**config.mk**
```make
export PLATFORM = sky130hd
export DESIGN_NAME = sema_bank
export DESIGN_NICKNAME = d
export VERILOG_FILES = /design/src/rtl/sema_pkg.sv /design/src/rtl/sema_port_decode.sv /design/src/rtl/sema_cell.sv /design/src/rtl/sema_read_reg.sv /design/src/rtl/sema_bank.sv
export SDC_FILE = /design/constraint.sdc
export NUM_CORES = 1
export LEC_CHECK = 0
export ABC_AREA = 1
export BUFFER_PORTS_ARGS = -buffer_cell sky130_fd_sc_hd__buf_2
export CORE_MARGIN = 4
export CORE_UTILIZATION = 48
export CTS_CLUSTER_SIZE = 10
export DETAILED_ROUTE_END_ITERATION = 12
export GPL_TIMING_DRIVEN = 0
export PLACE_DENSITY = 0.77
export SLEW_MARGIN = 20
export SYNTH_ARGS = -nofsm -noshare
export SYNTH_HDL_FRONTEND = slang
export SYNTH_SLANG_ARGS = --single-unit
```
**constraint.sdc**
```tcl
create_clock -name clk -period 1.74 [get_ports clk]
set_clock_uncertainty 0.1 [all_clocks]
set_input_delay 0.087 -clock clk [delete_from_list [all_inputs] [get_ports clk]]
set_output_delay 0.087 -clock clk [all_outputs]
set_load 0.01 [all_outputs]
```
**src/rtl/sema_pkg.sv**
```systemverilog
package sema_pkg;
  typedef enum logic {SIDE_L = 1'b0, SIDE_R = 1'b1} side_e;

  typedef struct packed {
    logic  held;
    side_e side;
    logic  l_wait;
    logic  r_wait;
  } sem_state_t;
endpackage

```
**src/rtl/sema_port_decode.sv**
```systemverilog
module sema_port_decode #(
  parameter int NUM_SEM = 8,
  parameter int ADDR_W  = 15,
  parameter int DATA_W  = 9
) (
  input  logic                       clk,
  input  logic                       rst,
  input  logic                       sel,
  input  logic                       mem_en,
  input  logic [ADDR_W-1:0]          addr,
  input  logic                       wr_en,
  input  logic                       rd_en,
  input  logic [DATA_W-1:0]          wdata,
  output logic [NUM_SEM-1:0]         req_vec,
  output logic [NUM_SEM-1:0]         rel_vec,
  output logic                       rd_act,
  output logic [$clog2(NUM_SEM)-1:0] rd_idx
);
  localparam int IDX_W = $clog2(NUM_SEM);

  logic             access;
  logic [IDX_W-1:0] idx;
  logic             unused_bits;

  assign access      = sel && !mem_en;
  assign idx         = addr[IDX_W-1:0];
  assign rd_act      = access && rd_en && !wr_en;
  assign rd_idx      = idx;
  assign unused_bits = ^{addr[ADDR_W-1:IDX_W], wdata[DATA_W-1:1]};

  for (genvar g = 0; g < NUM_SEM; g++) begin : g_hit
    logic hit;
    assign hit        = access && wr_en && (idx == IDX_W'(g));
    assign req_vec[g] = hit && !wdata[0];
    assign rel_vec[g] = hit && wdata[0];
  end

  // an illegal or deselected port must produce no write command
  a_r3_blocked: assert property (@(posedge clk) disable iff (rst)
    (!sel || mem_en) |-> ($countones({req_vec, rel_vec}) == 0));
  // at most one semaphore is addressed per port per cycle
  a_r2_single: assert property (@(posedge clk) disable iff (rst)
    $onehot0(req_vec | rel_vec));
endmodule

```
**src/rtl/sema_cell.sv**
```systemverilog
module sema_cell
  import sema_pkg::*;
(
  input  logic       clk,
  input  logic       rst,
  input  logic       l_req,
  input  logic       l_rel,
  input  logic       r_req,
  input  logic       r_rel,
  output sem_state_t state_q
);
  sem_state_t nxt;
  logic       r_w, l_w;

  always_comb begin
    nxt = state_q;
    r_w = r_req ? 1'b1 : (r_rel ? 1'b0 : state_q.r_wait);
    l_w = l_req ? 1'b1 : (l_rel ? 1'b0 : state_q.l_wait);
    if (!state_q.held) begin
      nxt.l_wait = 1'b0;
      nxt.r_wait = l_req && r_req;
      if (l_req) begin
        nxt.held = 1'b1;
        nxt.side = SIDE_L;
      end else if (r_req) begin
        nxt.held = 1'b1;
        nxt.side = SIDE_R;
      end
    end else if (state_q.side == SIDE_L) begin
      nxt.l_wait = 1'b0;
      if (l_rel) begin
        nxt.r_wait = 1'b0;
        if (r_w) nxt.side = SIDE_R;
        else     nxt.held = 1'b0;
      end else begin
        nxt.r_wait = r_w;
      end
    end else begin
      nxt.r_wait = 1'b0;
      if (r_rel) begin
        nxt.l_wait = 1'b0;
        if (l_w) nxt.side = SIDE_L;
        else     nxt.held = 1'b0;
      end else begin
        nxt.l_wait = l_w;
      end
    end
  end

  always_ff @(posedge clk) begin
    if (rst) state_q <= '0;
    else     state_q <= nxt;
  end

  // owner keeps the token unless it releases
  a_r6_keep_l: assert property (@(posedge clk) disable iff (rst)
    (state_q.held && state_q.side == SIDE_L && !l_rel) |=> (state_q.held && state_q.side == SIDE_L));
  a_r6_keep_r: assert property (@(posedge clk) disable iff (rst)
    (state_q.held && state_q.side == SIDE_R && !r_rel) |=> (state_q.held && state_q.side == SIDE_R));
  // release with a waiting peer hands the token over
  a_r7_handover: assert property (@(posedge clk) disable iff (rst)
    (state_q.held && state_q.side == SIDE_L && l_rel && state_q.r_wait && !r_rel)
      |=> (state_q.held && state_q.side == SIDE_R));
  // release with nobody waiting frees the semaphore
  a_r8_free: assert property (@(posedge clk) disable iff (rst)
    (state_q.held && state_q.side == SIDE_R && r_rel && !state_q.l_wait && !l_req) |=> !state_q.held);
  // a tie on a free semaphore goes to the left with the right pending
  a_r10_tie: assert property (@(posedge clk) disable iff (rst)
    (!state_q.held && l_req && r_req) |=> (state_q.held && state_q.side == SIDE_L && state_q.r_wait));
  // a cancel by the non-owner drops its request
  a_r11_cancel: assert property (@(posedge clk) disable iff (rst)
    (state_q.held && state_q.side == SIDE_L && r_rel && !l_rel) |=> !state_q.r_wait);
endmodule

```
**src/rtl/sema_read_reg.sv**
```systemverilog
module sema_read_reg #(
  parameter int NUM_SEM = 8,
  parameter int DATA_W  = 9
) (
  input  logic                       clk,
  input  logic                       rst,
  input  logic                       rd_act,
  input  logic [$clog2(NUM_SEM)-1:0] rd_idx,
  input  logic [NUM_SEM-1:0]         owns_vec,
  output logic [DATA_W-1:0]          rdata
);
  localparam int IDX_W = $clog2(NUM_SEM);

  logic             prev_act;
  logic [IDX_W-1:0] prev_idx;
  logic             start;

  assign start = rd_act && (!prev_act || (rd_idx != prev_idx));

  always_ff @(posedge clk) begin
    if (rst) begin
      prev_act <= 1'b0;
      prev_idx <= '0;
      rdata    <= '0;
    end else begin
      prev_act <= rd_act;
      prev_idx <= rd_idx;
      if (start) rdata <= {DATA_W{!owns_vec[rd_idx]}};
    end
  end

  // read bus holds while an access continues
  a_r9_hold: assert property (@(posedge clk) disable iff (rst)
    (rd_act && !start) |=> $stable(rdata));
  // every bit of the read bus carries the same value
  a_r5_uniform: assert property (@(posedge clk) disable iff (rst)
    (rdata == '0) || (rdata == '1));
endmodule

```
**src/rtl/sema_bank.sv**
```systemverilog
module sema_bank
  import sema_pkg::*;
#(
  parameter int NUM_SEM = 8,
  parameter int ADDR_W  = 15,
  parameter int DATA_W  = 9
) (
  input  logic              clk,
  input  logic              rst,
  input  logic              l_sel,
  input  logic              l_mem_en,
  input  logic [ADDR_W-1:0] l_addr,
  input  logic              l_wr,
  input  logic              l_rd,
  input  logic [DATA_W-1:0] l_wdata,
  output logic [DATA_W-1:0] l_rdata,
  input  logic              r_sel,
  input  logic              r_mem_en,
  input  logic [ADDR_W-1:0] r_addr,
  input  logic              r_wr,
  input  logic              r_rd,
  input  logic [DATA_W-1:0] r_wdata,
  output logic [DATA_W-1:0] r_rdata
);
  localparam int IDX_W = $clog2(NUM_SEM);

  logic [NUM_SEM-1:0] l_req, l_rel, r_req, r_rel, l_owns, r_owns;
  logic               l_act, r_act;
  logic [IDX_W-1:0]   l_idx, r_idx;

  sema_port_decode #(.NUM_SEM(NUM_SEM), .ADDR_W(ADDR_W), .DATA_W(DATA_W)) u_dec_l (
    .clk(clk), .rst(rst), .sel(l_sel), .mem_en(l_mem_en), .addr(l_addr), .wr_en(l_wr),
    .rd_en(l_rd), .wdata(l_wdata), .req_vec(l_req), .rel_vec(l_rel), .rd_act(l_act), .rd_idx(l_idx));

  sema_port_decode #(.NUM_SEM(NUM_SEM), .ADDR_W(ADDR_W), .DATA_W(DATA_W)) u_dec_r (
    .clk(clk), .rst(rst), .sel(r_sel), .mem_en(r_mem_en), .addr(r_addr), .wr_en(r_wr),
    .rd_en(r_rd), .wdata(r_wdata), .req_vec(r_req), .rel_vec(r_rel), .rd_act(r_act), .rd_idx(r_idx));

  for (genvar g = 0; g < NUM_SEM; g++) begin : g_sem
    sem_state_t st;
    sema_cell u_cell (
      .clk(clk), .rst(rst), .l_req(l_req[g]), .l_rel(l_rel[g]),
      .r_req(r_req[g]), .r_rel(r_rel[g]), .state_q(st));
    assign l_owns[g] = st.held && (st.side == SIDE_L);
    assign r_owns[g] = st.held && (st.side == SIDE_R);
  end

  sema_read_reg #(.NUM_SEM(NUM_SEM), .DATA_W(DATA_W)) u_rd_l (
    .clk(clk), .rst(rst), .rd_act(l_act), .rd_idx(l_idx), .owns_vec(l_owns), .rdata(l_rdata));

  sema_read_reg #(.NUM_SEM(NUM_SEM), .DATA_W(DATA_W)) u_rd_r (
    .clk(clk), .rst(rst), .rd_act(r_act), .rd_idx(r_idx), .owns_vec(r_owns), .rdata(r_rdata));

  // a token never has two owners
  a_r5_exclusive: assert property (@(posedge clk) disable iff (rst)
    (l_owns & r_owns) == '0);
endmodule

```
==> flow_metrics.tcl <==
set metrics [dict create \
    final_cell_mix "134 x nand2_1, 58 x nor2_1, 56 x inv_1, 56 x nand3_1, 42 x dfxtp_1" \
    met1_usage_pct 27.6 \
    drt-total-wl_um 7450 \
    cp_slowest_cell "dlygate4sd3_1" \
    core_mm2 0.00596 \
    final_nets 590 \
    gp_routability_congestion 0.885 \
    worstPathCellList "dlygate4sd3_1 -> buf_6 -> nor2_4 -> nand2_1 -> inv_1 -> nand3_1 -> nand2_1 -> a21oi_1 -> nor2_1 -> nor2_1" \
    cap_violations 0 \
    totalNegativeSetupSlack_ns 0 \
    worst-path-buf-inv 3 \
    reg2reg_to "u_rd_l.rdata[0]" \
    post-dp-hpwl_um 5740 \
    detail_route.vias_per_cell 5.13 \
    netlist_instances 493 \
    syn-cell-area_mm2 0.00295 \
    postPlaceCellArea_mm2 0.00319 \
    die_x_um 86.4 \
    synth_cell_types 35 \
    synth-seq-cells 42 \
    initial_core_util_pct 49.6 \
    clkLatencyLatePin_ns 0.29 \
    use_met3_pct 3.71 \
    startpoint_type "input port" \
    synthXorXnorAreaFrac_pct 1.19 \
    num_vias 3111 \
    fillers 613 \
    seqCellArea_um2 841 \
    wire_per_inst_um 12.3 \
    finalPower_uw 1920 \
    clock.fmax_mhz 644 \
    layout-drive-gt1-share_pct 17.7 \
    post-place-ws_ns 0.182 \
    fp.dieArea_mm2 0.00747 \
    cts.clk_slew.worst_paths_ns 0.08 \
    avgSynthCellArea_um2 5.99 \
    setup_violations 0 \
    synth-compound-area-share_pct 10.5 \
    io_pins 76 \
    synthArstFlopShare_pct 0 \
    cts_buffers 5 \
    htreeDepth 2 \
    required_ns 1.81 \
    synth_ff_type "dfxtp_1" \
    clock_sinks 42 \
    postCtsSetupBuffers 0 \
    whs_endpoint "u_rd_l.prev_act" \
    peakVddDrop_uv 513 \
    yosys.area_share.simple_pct 44.0 \
    cp-end-kind "flip-flop" \
    outcome "finished with violations" \
    holdCritStartpoint "l_wr" \
    grt_pass1_vias 2749 \
    hold_class "input port to flip-flop" \
    grt_max_degree 12 \
    synthToLayoutAreaGrowth_pct 12.3 \
    fin_crit_ns 1.55 \
    multi_input_area_mm2 0.00166 \
    worstPathArrival_ns 1.62 \
    r2r_slack_ns 0.32 \
    power.density_mw_per_mm2 581 \
    num_antenna_cells 0 \
    tightest_slew_ns 0.613 \
    crit_fanout 9 \
    cts_tree "yes" \
    cts_root_buf "clkbuf_8" \
    final_antenna_net_count 0 \
    synth_top_family_by_area "simple AND/OR/NAND/NOR gates" \
    port_buffers 29 \
    die-height_um 86.4 \
    grtUsageTotal_pct 20.8 \
    critical-path-top-delay-family "buffers and inverters" \
    synth_warnings 0 \
    grt_pass1_wl_um 12600 \
    antenna_found_initial 0 \
    synth_edf_count 0 \
    rr_worst_depth 8 \
    final_common_cell "nand2_1" \
    hold_depth 4 \
    clk_path_buf_depth 2 \
    path_class "input port to flip-flop" \
    timing.slew.headroom_pct 59.1 \
    dr.pass1.iters 5 \
    grt_util_met2_pct 34.7 \
    max_stage_delay_ns 0.55 \
    period_share_pct 89.2 \
    seq_area_frac_synth_pct 28.5 \
    setup_ws_ns 0.187 \
    drc 0 \
    fp-row-count 28 \
    power.leakage_uw 0.00167 \
    violations "negative hold slack" \
    globalRoute.totalOverflow 0 \
    drv_slew 0 \
    drt-initial-drc-count 286 \
    finalHoldViolCount 1 \
    worst_hold_slack_ns -0.0102 \
    rsz0062_at_grt "no" \
    reg2reg_from "g_sem[0].u_cell.state_q[3]" \
    busiest_layer "met2" \
    postLayoutCellArea_mm2 0.00331 \
    synth_mux_area_share_pct 0 \
    synthesis.nets 551 \
    synthAdderAreaFrac_pct 0 \
]
[layer usage]
layer	up-vias	wire length (um)
met5	-	0
met4	0	113
met3	14	424
met2	95	3430
met1	1384	3480
li1	1618	-
[report_power, final]
part           switching [uW]  total, uW  internal [uW]
Clock                     335        642            307
Combinational             185        290            105
Sequential               12.9        992            979
[registers in the layout, indices dropped and copies added, names as in the netlist]
name                  count
g_sem.u_cell.state_q     32
u_rd_l.prev_idx           3
u_rd_r.prev_idx           3
u_rd_l.prev_act           1
u_rd_l.rdata              1
u_rd_r.prev_act           1
u_rd_r.rdata              1
[Yosys cell counts (4+ instances only)]
| master | n | area (um^2) |
|---|---|---|
| nor2_1 | 60 | 225 |
| dfxtp_1 | 42 | 841 |
| nand2_2 | 4 | 25.0 |
| a21oi_1 | 26 | 130 |
| nand3_1 | 56 | 280 |
| o21ai_1 | 8 | 40.0 |
| inv_1 | 56 | 210 |
| nor2_4 | 5 | 56.3 |
| nand4_1 | 6 | 37.5 |
| nand2_1 | 134 | 503 |
| o21ai_0 | 16 | 80.1 |
| nor2_2 | 7 | 43.8 |
| buf_4 | 20 | 150 |
| clkbuf_1 | 5 | 18.8 |
| inv_2 | 10 | 37.5 |
[stage by stage]
stage	util [%]	cells	hold WS, ns
finish	55.6	606	-0.0102
global route	55.6	606	0.0222
CTS	55.5	606	0.00162
detailed placement	53.6	597	0.254
global placement	53.6	597	0.247
floorplan	-	493	0.125
[what timing repair did]
action                                 in CTS  in global routing
endpoints found under the hold margin       3                  0
hold buffers                                3                  0
resized for setup                           0                  3
setup endpoints to repair                   0                  4
[layout make-up]
| type | count | area share, % |
|---|---|---|
| Buffer | 30 | 6.23 |
| Timing Repair Buffer | 32 | 5.29 |
| Tap cell | 75 | 2.83 |
| Clock buffer | 6 | 2.49 |
| Sequential cell | 42 | 25.4 |
| Multi-Input combinational cell | 352 | 50.0 |
| Inverter | 69 | 7.82 |
[worst reg2reg max path: stages (launching register included)]
cell and delay (ns):
dfxtp_1 0.34, inv_1 0.09, or2_1 0.29, nand2_1 0.08, o21ai_0 0.06, o21ai_0 0.17, nand3_1 0.09, nand2_1 0.07
inv_1 0.03
[logic make-up after synthesis]
kind of cell,after synthesis
AND/OR/NAND/NOR,290
buffers and inverters,99
AO/OA/AOI/OAI,58
flip-flops,42
XOR/XNOR,4
[worst max path at each step]
stage | startpoint | to | slack [ns] | depth (start not counted)
CTS | l_addr[1] | g_sem[4].u_cell.state_q[3] | 0.14 | 10
floorplan | g_sem[0].u_cell.state_q[3] | u_rd_l.rdata[0] | 0.49 | 8
finish | l_addr[1] | g_sem[4].u_cell.state_q[3] | 0.19 | 10
global route | l_addr[1] | g_sem[1].u_cell.state_q[3] | 0.005 | 12
global placement | rst | g_sem[7].u_cell.state_q[1] | 0.18 | 5
detailed placement | rst | g_sem[3].u_cell.state_q[2] | 0.18 | 5
Note: power is estimated with default switching activity, not from simulation.
